--- config.mk ---
export PLATFORM = sky130hd
export DESIGN_NAME = xcore_semabox
export DESIGN_NICKNAME = d
export VERILOG_FILES = /design/src/rtl/xsb_pkg.sv /design/src/rtl/xsb_decode.sv /design/src/rtl/xsb_sem_bank.sv /design/src/rtl/xsb_channel.sv /design/src/rtl/xcore_semabox.sv
export SDC_FILE = /design/constraint.sdc
export NUM_CORES = 1
export LEC_CHECK = 0
export BUFFER_PORTS_ARGS = -buffer_cell sky130_fd_sc_hd__buf_4
export CORE_AREA = 4 4 143 145
export DETAILED_ROUTE_END_ITERATION = 8
export DIE_AREA = 0 0 147 149
export GPL_TIMING_DRIVEN = 0
export PLACE_DENSITY = 0.65
export SETUP_SLACK_MARGIN = 0.2
export SYNTH_ARGS = -nofsm -noshare
export SYNTH_HDL_FRONTEND = slang
export SYNTH_SLANG_ARGS = --single-unit
--- constraint.sdc ---
create_clock -name clk -period 4.6 [get_ports clk]
set_input_delay 1.38 -clock clk [delete_from_list [all_inputs] [get_ports clk]]
set_output_delay 1.38 -clock clk [all_outputs]
set_load 0.03 [all_outputs]
--- src/rtl/xsb_pkg.sv ---
package xsb_pkg;

    // Word index of the first interrupt control word (byte offset 0x40).
    localparam int unsigned CH_BASE_WORD = 16;
    // Word index of the status summary word (byte offset 0x100).
    localparam int unsigned STATUS_WORD  = 64;
    // Bit positions inside an interrupt control word.
    localparam int unsigned EN_BIT       = 0;
    localparam int unsigned FLAG_BIT     = 16;

    typedef enum logic [2:0] {
        REG_NONE = 3'd0,
        REG_SEM  = 3'd1,
        REG_CTRL = 3'd2,
        REG_BOX  = 3'd3,
        REG_STAT = 3'd4
    } reg_kind_e;

endpackage

--- src/rtl/xsb_decode.sv ---
module xsb_decode
    import xsb_pkg::*;
#(
    parameter int unsigned ADDR_W  = 9,
    parameter int unsigned NUM_SEM = 8,
    parameter int unsigned NUM_CH  = 2,
    parameter int unsigned IDX_W   = 3
) (
    input  logic [ADDR_W-1:0] addr,
    output reg_kind_e         kind,
    output logic [IDX_W-1:0]  idx
);
    localparam int unsigned WORD_W = ADDR_W - 2;

    logic [WORD_W-1:0] word;
    logic [WORD_W-1:0] ch_off;

    assign word   = addr[ADDR_W-1:2];
    assign ch_off = word - WORD_W'(CH_BASE_WORD);

    always_comb begin
        kind = REG_NONE;
        idx  = '0;
        if (addr[1:0] == 2'b00) begin
            if (32'(word) < NUM_SEM) begin
                kind = REG_SEM;
                idx  = IDX_W'(word);
            end else if ((32'(word) >= CH_BASE_WORD) &&
                         (32'(word) < CH_BASE_WORD + 2 * NUM_CH)) begin
                kind = ch_off[0] ? REG_BOX : REG_CTRL;
                idx  = IDX_W'(ch_off >> 1);
            end else if (32'(word) == STATUS_WORD) begin
                kind = REG_STAT;
            end
        end
    end

endmodule

--- src/rtl/xsb_sem_bank.sv ---
module xsb_sem_bank #(
    parameter int unsigned NUM_SEM = 8,
    parameter int unsigned IDX_W   = 3
) (
    input  logic               clk,
    input  logic               rst_n,
    input  logic               take0,
    input  logic [IDX_W-1:0]   idx0,
    input  logic               rel0,
    input  logic               take1,
    input  logic [IDX_W-1:0]   idx1,
    input  logic               rel1,
    output logic [NUM_SEM-1:0] sem_q,
    output logic               old0,
    output logic               old1
);
    localparam int unsigned SLOTS = 1 << IDX_W;

    typedef struct packed {
        logic [NUM_SEM-1:0] sem;
    } bank_st_t;

    bank_st_t           st_d, st_q;
    logic [NUM_SEM-1:0] nxt_bits;
    logic [SLOTS-1:0]   padded;

    // Per semaphore: reads set first, then a release clears.
    for (genvar i = 0; i < NUM_SEM; i++) begin : g_sem
        logic hit_set, hit_clr;
        assign hit_set = (take0 && (idx0 == IDX_W'(i))) ||
                         (take1 && (idx1 == IDX_W'(i)));
        assign hit_clr = (rel0 && (idx0 == IDX_W'(i))) ||
                         (rel1 && (idx1 == IDX_W'(i)));
        assign nxt_bits[i] = hit_clr ? 1'b0 : (hit_set | st_q.sem[i]);
    end

    assign padded = SLOTS'(st_q.sem);

    always_comb begin
        st_d     = st_q;
        st_d.sem = nxt_bits;
        // Port 0 is served first; port 1 sees a same-cycle take by port 0.
        old0 = padded[idx0];
        old1 = padded[idx1] | (take0 && (idx0 == idx1));
    end

    always_ff @(posedge clk) begin
        if (!rst_n) st_q <= '0;
        else        st_q <= st_d;
    end

    assign sem_q = st_q.sem;

endmodule

--- src/rtl/xsb_channel.sv ---
module xsb_channel
    import xsb_pkg::*;
#(
    parameter int unsigned DATA_W = 32
) (
    input  logic              clk,
    input  logic              rst_n,
    input  logic              cwe0,
    input  logic              cwe1,
    input  logic              bwe0,
    input  logic              bwe1,
    input  logic [DATA_W-1:0] wd0,
    input  logic [DATA_W-1:0] wd1,
    output logic [DATA_W-1:0] ctrl_rd,
    output logic [DATA_W-1:0] box_rd,
    output logic              irq
);
    typedef struct packed {
        logic              en;
        logic              flag;
        logic [DATA_W-1:0] box;
    } ch_st_t;

    ch_st_t st_d, st_q;

    always_comb begin
        st_d = st_q;
        // Port 0 applied first, port 1 last so port 1 wins a tie.
        if (cwe0) begin
            st_d.en   = wd0[EN_BIT];
            st_d.flag = wd0[FLAG_BIT];
        end
        if (cwe1) begin
            st_d.en   = wd1[EN_BIT];
            st_d.flag = wd1[FLAG_BIT];
        end
        if (bwe0) st_d.box = wd0;
        if (bwe1) st_d.box = wd1;
    end

    always_ff @(posedge clk) begin
        if (!rst_n) st_q <= '0;
        else        st_q <= st_d;
    end

    always_comb begin
        ctrl_rd           = '0;
        ctrl_rd[EN_BIT]   = st_q.en;
        ctrl_rd[FLAG_BIT] = st_q.flag;
    end

    assign box_rd = st_q.box;
    assign irq    = st_q.en & st_q.flag;

endmodule

--- src/rtl/xcore_semabox.sv ---
module xcore_semabox
    import xsb_pkg::*;
#(
    parameter int unsigned ADDR_W  = 9,
    parameter int unsigned DATA_W  = 32,
    parameter int unsigned NUM_SEM = 8,
    parameter int unsigned NUM_CH  = 2
) (
    input  logic              clk,
    input  logic              rst_n,
    input  logic [ADDR_W-1:0] p0_addr,
    input  logic              p0_rd,
    input  logic              p0_wr,
    input  logic [DATA_W-1:0] p0_wdata,
    output logic [DATA_W-1:0] p0_rdata,
    input  logic [ADDR_W-1:0] p1_addr,
    input  logic              p1_rd,
    input  logic              p1_wr,
    input  logic [DATA_W-1:0] p1_wdata,
    output logic [DATA_W-1:0] p1_rdata,
    output logic [NUM_CH-1:0] irq_o
);
    localparam int unsigned NUM_PORTS = 2;
    localparam int unsigned MAXN      = (NUM_SEM > NUM_CH) ? NUM_SEM : NUM_CH;
    localparam int unsigned IDX_W     = (MAXN > 1) ? $clog2(MAXN) : 1;
    localparam int unsigned SLOTS     = 1 << IDX_W;

    logic [ADDR_W-1:0] addr_a [NUM_PORTS];
    logic              rd_a   [NUM_PORTS];
    logic              wr_a   [NUM_PORTS];
    logic [DATA_W-1:0] wd_a   [NUM_PORTS];
    reg_kind_e         kind_a [NUM_PORTS];
    logic [IDX_W-1:0]  idx_a  [NUM_PORTS];
    logic              take_a [NUM_PORTS];
    logic              rel_a  [NUM_PORTS];
    logic              old_a  [NUM_PORTS];

    assign addr_a[0] = p0_addr;  assign addr_a[1] = p1_addr;
    assign rd_a[0]   = p0_rd;    assign rd_a[1]   = p1_rd;
    assign wr_a[0]   = p0_wr;    assign wr_a[1]   = p1_wr;
    assign wd_a[0]   = p0_wdata; assign wd_a[1]   = p1_wdata;

    for (genvar p = 0; p < NUM_PORTS; p++) begin : g_port
        xsb_decode #(
            .ADDR_W (ADDR_W),
            .NUM_SEM(NUM_SEM),
            .NUM_CH (NUM_CH),
            .IDX_W  (IDX_W)
        ) u_dec (
            .addr(addr_a[p]),
            .kind(kind_a[p]),
            .idx (idx_a[p])
        );
        assign take_a[p] = rd_a[p] && (kind_a[p] == REG_SEM);
        assign rel_a[p]  = wr_a[p] && (kind_a[p] == REG_SEM) && !wd_a[p][0];
    end

    logic [NUM_SEM-1:0] sem_q;

    xsb_sem_bank #(
        .NUM_SEM(NUM_SEM),
        .IDX_W  (IDX_W)
    ) u_bank (
        .clk  (clk),
        .rst_n(rst_n),
        .take0(take_a[0]),
        .idx0 (idx_a[0]),
        .rel0 (rel_a[0]),
        .take1(take_a[1]),
        .idx1 (idx_a[1]),
        .rel1 (rel_a[1]),
        .sem_q(sem_q),
        .old0 (old_a[0]),
        .old1 (old_a[1])
    );

    logic [DATA_W-1:0] ctrl_rd [SLOTS];
    logic [DATA_W-1:0] box_rd  [SLOTS];

    for (genvar c = 0; c < SLOTS; c++) begin : g_ch
        if (c < NUM_CH) begin : g_live
            logic cwe0, cwe1, bwe0, bwe1;
            assign cwe0 = wr_a[0] && (kind_a[0] == REG_CTRL) && (idx_a[0] == IDX_W'(c));
            assign cwe1 = wr_a[1] && (kind_a[1] == REG_CTRL) && (idx_a[1] == IDX_W'(c));
            assign bwe0 = wr_a[0] && (kind_a[0] == REG_BOX)  && (idx_a[0] == IDX_W'(c));
            assign bwe1 = wr_a[1] && (kind_a[1] == REG_BOX)  && (idx_a[1] == IDX_W'(c));
            xsb_channel #(
                .DATA_W(DATA_W)
            ) u_ch (
                .clk    (clk),
                .rst_n  (rst_n),
                .cwe0   (cwe0),
                .cwe1   (cwe1),
                .bwe0   (bwe0),
                .bwe1   (bwe1),
                .wd0    (wd_a[0]),
                .wd1    (wd_a[1]),
                .ctrl_rd(ctrl_rd[c]),
                .box_rd (box_rd[c]),
                .irq    (irq_o[c])
            );
        end else begin : g_pad
            assign ctrl_rd[c] = '0;
            assign box_rd[c]  = '0;
        end
    end

    typedef struct packed {
        logic [NUM_PORTS-1:0][DATA_W-1:0] rdata;
    } top_st_t;

    top_st_t st_d, st_q;

    always_comb begin
        st_d = st_q;
        for (int p = 0; p < NUM_PORTS; p++) begin
            st_d.rdata[p] = '0;
            if (rd_a[p]) begin
                case (kind_a[p])
                    REG_SEM:  st_d.rdata[p] = DATA_W'(old_a[p]);
                    REG_STAT: st_d.rdata[p] = DATA_W'(sem_q);
                    REG_CTRL: st_d.rdata[p] = ctrl_rd[idx_a[p]];
                    REG_BOX:  st_d.rdata[p] = box_rd[idx_a[p]];
                    default:  st_d.rdata[p] = '0;
                endcase
            end
        end
    end

    always_ff @(posedge clk) begin
        if (!rst_n) st_q <= '0;
        else        st_q <= st_d;
    end

    assign p0_rdata = st_q.rdata[0];
    assign p1_rdata = st_q.rdata[1];

endmodule

# == After elaboration in Yosys (flattened, before gate mapping) ==
# Cells that the tools add are included.
# word_totals
reg_bits,140
input_bits,88
out_inout_bits,66
elab_cells,198
# classes
n_addsub,2
n_lt_le_gt_ge,10
n_eq_ne,25
muxes,42
bitwise,14
reduce_logical,89
# op_table
op,count
$bmux 32 s3,4
$mux 32,12
$pmux 32 s4,2
$logic_and 1x1->1,53
$mux 3,14
$eq 3x3->1 const B,10
$eq 3x2->1 const B,8
$logic_or 1x1->1,16
$reduce_or 2->1,8
$eq 7x7->1 const B,2
$ge 7x5->1 const B,2
$lt 7x4->1 const B,2
$lt 7x5->1 const B,2
$eq 3x1->1 const B,4
$or 1x1->1,9
$ge 4x4->1 const B,2
$lt 3x4->1 const B,2
$mux 2,4
$not 3->4,2
$reduce_bool 2->1,4
$sub 4x1->4 const B,2
$bmux 1 s3,2
$logic_not 3->1,2
$logic_not 2->1,2
other kinds (6),12

# == Logic depth before layout (Yosys ltp) ==
# Gate-level depths: netlist of run 1.
# logic_depth
word_depth,11
depth_mapped,8
ltp_nobuf,5

# == Modules after synthesis ==
# From an unflattened synthesis of run 1, not the netlist that was laid out.
# unflattened
cells_unflattened,886
area_unflattened_um2,9013.6
# by_module_without_submodules
module,instances,cells_each,area_per_inst_um2,seq_area_each_um2
xsb_channel,2,182,2107.0,680.7
xcore_semabox,1,407,3913.8,1281.2
xsb_sem_bank,1,87,688.2,160.2
xsb_decode,2,14,98.8,0.0

# == Worst setup path after synthesis of run 1 ==
# OpenSTA, ideal clock, no wires.
# synth_timing
kind,input to register
startpoint,input port p0_addr[7]
endpoint,register st_q (netlist bit p0_rdata[0])
setup_time_ps,116
arrival_time_ps,3268
required_time_ps,4484
setup_slack_ps,1217
path_stages,6
cell_sequence,or4_4 -> buf_6 -> nor4b_4 -> mux2_2 -> o22a_1 -> a31o_1
# synth_via
elab_chain_len,10
elab_cells_between_ends,26
cone_classes,order compare (3); eq/ne (5); mux (16); bitwise (1); reduce/logical (1)
# synth_rtl
element,line,source
start: declaration,xcore_semabox.sv:11,"input logic [ADDR_W-1:0] p0_addr,"
$ge 7x5->1 / $lt 7x5->1 (equally long branches),"xsb_decode.sv:28, xsb_decode.sv:29",
$logic_and 1x1->1,xsb_decode.sv:28,end else if ((32'(word) >= CH_BASE_WORD) &&
$mux 3,xsb_decode.sv:28,
$mux 3,xsb_decode.sv:25,if (32'(word) < NUM_SEM) begin
$mux 3,xsb_decode.sv:24,if (addr[1:0] == 2'b00) begin
$not 3->4 (not written as such),"xcore_semabox.sv:122, xcore_semabox.sv:123",
"$bmux 32 s3, on equally long branches","xcore_semabox.sv:123, xcore_semabox.sv:122",
"$mux 32, on equally long branches (2 in series)","xcore_semabox.sv:123, xcore_semabox.sv:122",
$pmux 32 s4 (*),xcore_semabox.sv:119,case (kind_a[p])
end signal: assignment,xcore_semabox.sv:132,else st_q <= st_d;
end: declaration,xcore_semabox.sv:112,"top_st_t st_d, st_q;"
# Mark *: on every way between the ends. The rest lies on a longest branch, timed or not. The select of a mux whose other input is x is not followed.
# A chain may end at the register's enable or synchronous reset.

# == Final worst setup path of run 1 ==
# layout_timing
startpoint,input port p1_addr[7]
endpoint,register st_q (netlist bit p1_rdata[3])
# layout_via
elab_chain_len,10
elab_cells_between_ends,24
cone_classes,order compare (3); eq/ne (5); mux (14); bitwise (1); reduce/logical (1)
# layout_rtl
element,line,source
start: declaration,xcore_semabox.sv:16,"input logic [ADDR_W-1:0] p1_addr,"
$ge 7x5->1 / $lt 7x5->1 (equally long branches),"xsb_decode.sv:28, xsb_decode.sv:29",
$logic_and 1x1->1,xsb_decode.sv:28,
$mux 3,xsb_decode.sv:28,
$mux 3,xsb_decode.sv:25,
$mux 3,xsb_decode.sv:24,
$not 3->4 (not written as such),"xcore_semabox.sv:122, xcore_semabox.sv:123",
"$bmux 32 s3, on equally long branches","xcore_semabox.sv:123, xcore_semabox.sv:122",
"$mux 32, on equally long branches (2 in series)","xcore_semabox.sv:123, xcore_semabox.sv:122",
$pmux 32 s4 (*),xcore_semabox.sv:119,
# Marks and branches as above.

==> flow_metrics.py, run 1 <==
metrics = {
    "timing": {
        "slew_violations": 0,
        "fin_tns_setup_ns": 0,
        "hold_viol": 0,
        "rsz0062_at_grt": "false",
        "min_period_over_period_pct": 74.79,
        "slew-limit-headroom_pct": 43.52,
        "whs_ns": 0.4688,
        "fmax_ghz": 0.2907,
        "fin_crit_ns": 3.440,
        "tightestPinTransition_ns": 0.8457,
        "finalWorstSetupSlack_ns": 1.160,
        "setup-violations-final": 0,
        "clock_skew_ns": 0.004779,
    },
    "pwr": {
        "peakVddDrop_mv": 0.2518,
        "p_leak_nw": 3.591,
        "power.density_mw_per_mm2": 335.6,
    },
    "place": {
        "gp_congestion": 0.8753,
        "placed_cells": 1124,
        "io_buffers": 149,
        "dp_hpwl_um": 14940,
        "post-place-ws_ns": 0.7309,
    },
    "cells_and_area": {
        "n_antenna_cell": 0,
        "nNetsFinal": 967,
        "syn_to_final_growth_pct": 32.51,
        "instances_no_fill": 1156,
        "utilization_pct": 44.16,
        "drive_above_1_share_pct": 25.14,
        "n_fill_cell": 1867,
    },
    "clock_network": {
        "cts_tree": "built",
        "cts_max_path_buffers": 2,
        "ctsHoldBuffers": 0,
        "htreeDepth": 4,
        "cts_buffers": 17,
        "cts.sinks": 140,
        "clk_latency_ns": 0.42,
        "post_cts_buffers": 0,
        "clkTransAtPathRegs_ns": 0.06,
        "cts-root-buf": "clkbuf_16",
        "cts.repair.resized": 0,
    },
    "drt": {
        "drc": 0,
        "drt_pre_antenna_iters": 5,
        "wirelength_um": 20960,
        "drtAntennaViolNets": 0,
        "drt_first_iter_violations": 424,
        "num_vias": 5905,
        "wl_per_cell_um": 18.13,
        "vias_per_cell": 5.108,
    },
    "synthesis": {
        "synthTopCellsByArea": "dfxtp_1 44%, mux2i_1 16%, a21oi_1 7.6%",
        "synthesis.area_sq_mm": 0.006401,
        "yosysWarnings": 0,
        "synth_top_area_share_pct": 43.78,
        "synth_top_cell_by_area": "dfxtp_1",
        "yosysSeqAreaShare_pct": 43.78,
        "synth_edf_count": 0,
        "synth.avg_cell_area_sq_um": 9.016,
        "ys_async_sr_fraction_pct": 0,
        "synth.distinct_cells": 62,
        "synthCells": 710,
        "ys_ff_latch": 140,
        "synth_top_flop_cell": "dfxtp_1",
        "synth_commonest_cells": "140 x dfxtp_1, 101 x mux2i_1, 97 x a21oi_1",
        "synth.most_common_cell": "dfxtp_1",
        "syn_nets": 798,
    },
    "hold_path": {
        "min_path_type": "flop to flop",
        "hold_start": "g_ch[1].g_live.u_ch.box_rd[26]$_SDFFE_PN0P_",
    },
    "floorplanning": {
        "die_w_um": 147,
        "die_height_um": 149,
        "rows": 51,
        "io_pins": 154,
        "coreArea_sq_mm": 0.01921,
        "fp.dieArea_sq_mm": 0.02190,
        "start_util_pct": 33.33,
    },
    "worst_setup_path": {
        "critPathKind": "primary input to flop",
        "end_kind": "flop",
        "cp-start-kind": "primary input",
        "crit_fanout": 10,
        "arrival_ns": 3.74,
        "required_ns": 4.90,
        "r2r-start": "u_bank.sem_q[2]$_SDFF_PP0_",
        "startpoint": "p1_addr[7]",
    },
    "grt": {
        "grt_pass1_vias": 5721,
        "grt_start_max_net_pins": 17,
        "grt-ovfl-total": 0,
        "grt_pass1_wl_um": 31900,
        "grt_usage_pct": 18.71,
        "antenna_found_initial": 0,
    },
    "flow_run": {
        "drv_cap": 0,
    },
    "run_status": {
        "outcome": "finished, final reports clean",
    },
}
[path summary, 6_finish.rpt]
check	to	slack [ns]	cells past startpoint
max	p1_rdata[3]$_SDFF_PN0_	1.16	7
min reg2reg	p0_rdata[26]$_SDFF_PN0_	0.47	2
min	p0_rdata[26]$_SDFF_PN0_	0.47	2
max reg2reg	p1_rdata[0]$_SDFF_PN0_	3.10	5
[layout make-up]
type / instances / area (sq um) / share of cell area, %
repair buffers: 150 / 1124 / 13.25
flip-flops and latches: 140 / 2803 / 33.04
inverters: 4 / 15.01 / 0.1770
clock buffers: 22 / 464.2 / 5.473
well taps: 265 / 331.6 / 3.909
multi-input cells: 508 / 3321 / 39.15
clock inverters: 9 / 161.4 / 1.903
plain buffers: 58 / 262.8 / 3.098
[layout by cell type (no fill, tap or decap), types with 4 or more instances in the layout]
cell and n:
or4_1 4, bufinv_16 4, dfxtp_1 140, clkbuf_1 32, nor4_1 5, nor3_1 6
o21ai_0 87, and3_1 9, mux2i_1 101, a22oi_1 9, buf_2 21, buf_4 151
clkbuf_16 17, inv_1 4, o21ai_1 4, nor2_1 29, a211oi_1 5, a31oi_1 5
clkbuf_2 4, a21oi_1 97, nand2_1 75, nand2b_1 7
[per-layer routing]
| layer | vias up | wire [um] | track usage [%] |
|---|---|---|---|
| met5 | - | 0 | 0 |
| met4 | 0 | 229 | 5.499 |
| met3 | 19 | 1580 | 4.376 |
| met2 | 243 | 9473 | 29.34 |
| met1 | 2741 | 9679 | 25.82 |
| li1 | 2902 | - | - |
[per-stage QoR]
step / instance area [sq um] / power, W
2_1_floorplan: 6401 / 0.001303
3_3_place_gp: 7851 / 0.001395
3_5_place_dp: 7851 / 0.001395
4_1_cts: 8477 / 0.002865
5_1_grt: 8482 / 0.002927
6_report: 8482 / 0.002846
[worst max-delay path: stages]
cell	delay, ns
buf_4	0.11
or4_1	0.50
buf_2	0.21
nor4b_4	0.59
nand4_1	0.28
clkbuf_1	0.29
o21ai_0	0.37
[state kept, by name (all words and copies together) (netlist names)]
name and count:
p1_rdata 32, g_ch.g_live.u_ch.ctrl_rd 4, u_bank.sem_q 8, p0_rdata 32, g_ch.g_live.u_ch.box_rd 64
[logic make-up (layout without fill, tap and decap cells)]
family / count (synthesis) / count (layout) / synth area share (%)
compound gates: 234 / 234 / 20.70
xor+xnor: 3 / 3 / 0.4106
buf+inv: 62 / 243 / 4.339
flops: 140 / 140 / 43.78
mux: 106 / 106 / 17.02
simple gates: 165 / 165 / 13.74
[power by group]
part           internal [W]  switching (W)
Sequential          0.00121     0.00000110
Combinational     0.0000728      0.0000831
Clock              0.000938       0.000537
Note: power is estimated with default switching activity, not from simulation.
==> inputs of run 2 (changes only) <==
- PLACE_DENSITY: 0.65 -> 0.67
- clock period: 4.6 -> 3.1 ns (I/O delays scaled with it)
==> run 2 against run 1 <==
Net effect: first-iteration DRC count up 14%; via count increased by 1.3%; sequential power is 49% higher; flip-flop and latch count unchanged; non-clock buffer count is 5 higher; cell count increased by 0.52%; routed wire length is 0.93% higher.
==> flow_metrics.py, run 2 (same netlist as run 1, synthesis figures left out) <==
metrics = {
    "pwr": {
        "peakVddDrop_mv": 0.4013,
        "swShare_pct": 22.95,
        "clock_power_share_pct": 51.4,
        "power.density_mw_per_mm2": 490.6,
        "p_int_w": 0.003233,
        "p_seq_share_pct": 43.0,
        "combPwrFrac_pct": 5.6,
        "p_leak_nw": 3.629,
        "power_w": 0.004196,
        "switching_power_w": 0.0009631,
    },
    "timing": {
        "hold_viol": 0,
        "finalWorstSetupSlack_ns": 0.2351,
        "slew-limit-headroom_pct": 42.97,
        "whs_ns": 0.4704,
        "clock_skew_ns": 0.006258,
        "setup-violations-final": 0,
        "fin_crit_ns": 2.865,
        "slew_violations": 0,
        "tightestPinTransition_ns": 0.8483,
        "rsz0062_at_grt": "false",
        "fmax_ghz": 0.3491,
        "min_period_over_period_pct": 92.42,
    },
    "worst_setup_path": {
        "crit_chain": "buf_4 > or4_1 > buf_2 > nor4b_4 > buf_4 > nand4_1 > clkbuf_1 > o21ai_0",
        "end_kind": "flop",
        "arrival_ns": 3.17,
        "critPathKind": "primary input to flop",
        "cp-start-kind": "primary input",
        "required_ns": 3.40,
        "crit_fanout": 10,
        "max_stage_delay_ns": 0.50,
        "reg2reg_depth": 5,
        "critPathSlowestCell": "or4_1",
        "crit_path_frequent_cell": "buf_4",
    },
    "clock_network": {
        "cts_max_path_buffers": 2,
        "clkTransAtPathRegs_ns": 0.06,
        "ctsHoldBuffers": 0,
        "cts-root-buf": "clkbuf_16",
        "cts_buffers": 17,
        "cts.sinks": 140,
        "htreeDepth": 4,
        "clk_latency_ns": 0.43,
        "cts_tree": "built",
    },
    "drt": {
        "drt_pre_antenna_iters": 5,
        "wirelength_um": 21160,
        "drtAntennaViolNets": 0,
        "vias_per_cell": 5.146,
        "wl_per_cell_um": 18.21,
        "num_vias": 5980,
        "drc": 0,
        "drt_first_iter_violations": 485,
    },
    "cells_and_area": {
        "fin_area_sq_mm": 0.008552,
        "final_cell_mix": "157 x buf_4, 140 x dfxtp_1, 101 x mux2i_1",
        "nNetsFinal": 972,
        "drive_above_1_share_pct": 26.42,
        "largest_reg_flops": 64,
        "final_common_cell": "buf_4",
        "syn_to_final_growth_pct": 33.60,
        "n_fill_cell": 1920,
        "n_antenna_cell": 0,
    },
    "place": {
        "gp_congestion": 0.8859,
        "dp_hpwl_um": 14910,
        "placed_cell_area_sq_mm": 0.007851,
        "io_buffers": 149,
        "post-place-ws_ns": -0.3484,
    },
    "grt": {
        "grt_pass1_wl_um": 32200,
        "antenna_found_initial": 0,
        "grt_usage_pct": 18.93,
        "grt-ovfl-total": 0,
        "grt_start_max_net_pins": 17,
        "grt_pass1_vias": 5830,
    },
    "hold_path": {
        "min_path_type": "flop to flop",
        "whs_path_depth": 2,
    },
    "run_status": {
        "outcome": "finished, final reports clean",
    },
    "flow_run": {
        "drv_cap": 0,
    },
    "floorplanning": {
        "start_util_pct": 33.33,
        "die_height_um": 149,
        "rows": 51,
        "die_w_um": 147,
        "io_pins": 154,
        "fp.dieArea_sq_mm": 0.02190,
        "coreArea_sq_mm": 0.01921,
    },
}
-- run 2: layout make-up --
class | count | area [sq um] | share of cell area, %
Clock inverter | 11 | 157.7 | 1.843
Multi-Input combinational cell | 508 | 3353 | 39.21
Clock buffer | 21 | 460.4 | 5.384
Inverter | 4 | 15.01 | 0.1756
Timing Repair Buffer | 155 | 1164 | 13.61
Sequential cell | 140 | 2803 | 32.77
Tap cell | 265 | 331.6 | 3.877
Buffer | 58 | 267.8 | 3.131
-- run 2: per-layer routing --
metal  part of all wire [%]  vias to the layer above  GRT usage, %
li1                       -                     2927             -
met1                     46                     2770         25.56
met2                     45                      251         30.05
met3                    6.9                       32         4.679
met4                    1.8                        0         5.871
met5                      0                        -             0
-- run 2: worst max-delay path: cells and delay by family --
kind / cells / cell delay, ns
buffers and inverters: 4 / 0.83
AOI/OAI and AO/OA: 1 / 0.40
and+or+nand+nor: 3 / 1.00
-- run 2: repair_timing --
| item | in CTS | in global routing |
|---|---|---|
| endpoints found under the setup margin | 11 | 56 |
| pin swaps | 1 | 2 |
| buffers inserted | 3 | 3 |
| gates resized for setup | 1 | 11 |
-- run 2: power by group through the flow --
| stage | Combinational [W] | Sequential, W | Clock (W) |
|---|---|---|---|
| after floorplan | 0.0000918 | 0.00184 | 0 |
| after global placement | 0.000227 | 0.00184 | 0 |
| after detailed placement | 0.000228 | 0.00184 | 0 |
| after CTS | 0.000231 | 0.00180 | 0.00219 |
| after global routing | 0.000256 | 0.00180 | 0.00226 |
| final | 0.000235 | 0.00180 | 0.00216 |
-- run 2: worst paths after layout --
check                                              start                       to  slack (ns)
max                                           p1_addr[7]   p1_rdata[3]$_SDFF_PN0_        0.24
min          g_ch[1].g_live.u_ch.box_rd[26]$_SDFFE_PN0P_  p0_rdata[26]$_SDFF_PN0_        0.47
max reg2reg                   u_bank.sem_q[2]$_SDFF_PP0_   p1_rdata[0]$_SDFF_PN0_        1.59
min reg2reg  g_ch[1].g_live.u_ch.box_rd[26]$_SDFFE_PN0P_  p0_rdata[26]$_SDFF_PN0_        0.47
-- run 2: per-stage QoR --
| stage | util, % | setup TNS (ns) | std cells |
|---|---|---|---|
| detailed placement | 40.88 | -19.57 | 1124 |
| CTS | 44.25 | 0 | 1159 |
| floorplan | - | 0 | 710 |
| global route | 44.52 | 0 | 1162 |
| finish | 44.52 | 0 | 1162 |
| global placement | 40.88 | -18.96 | 1124 |
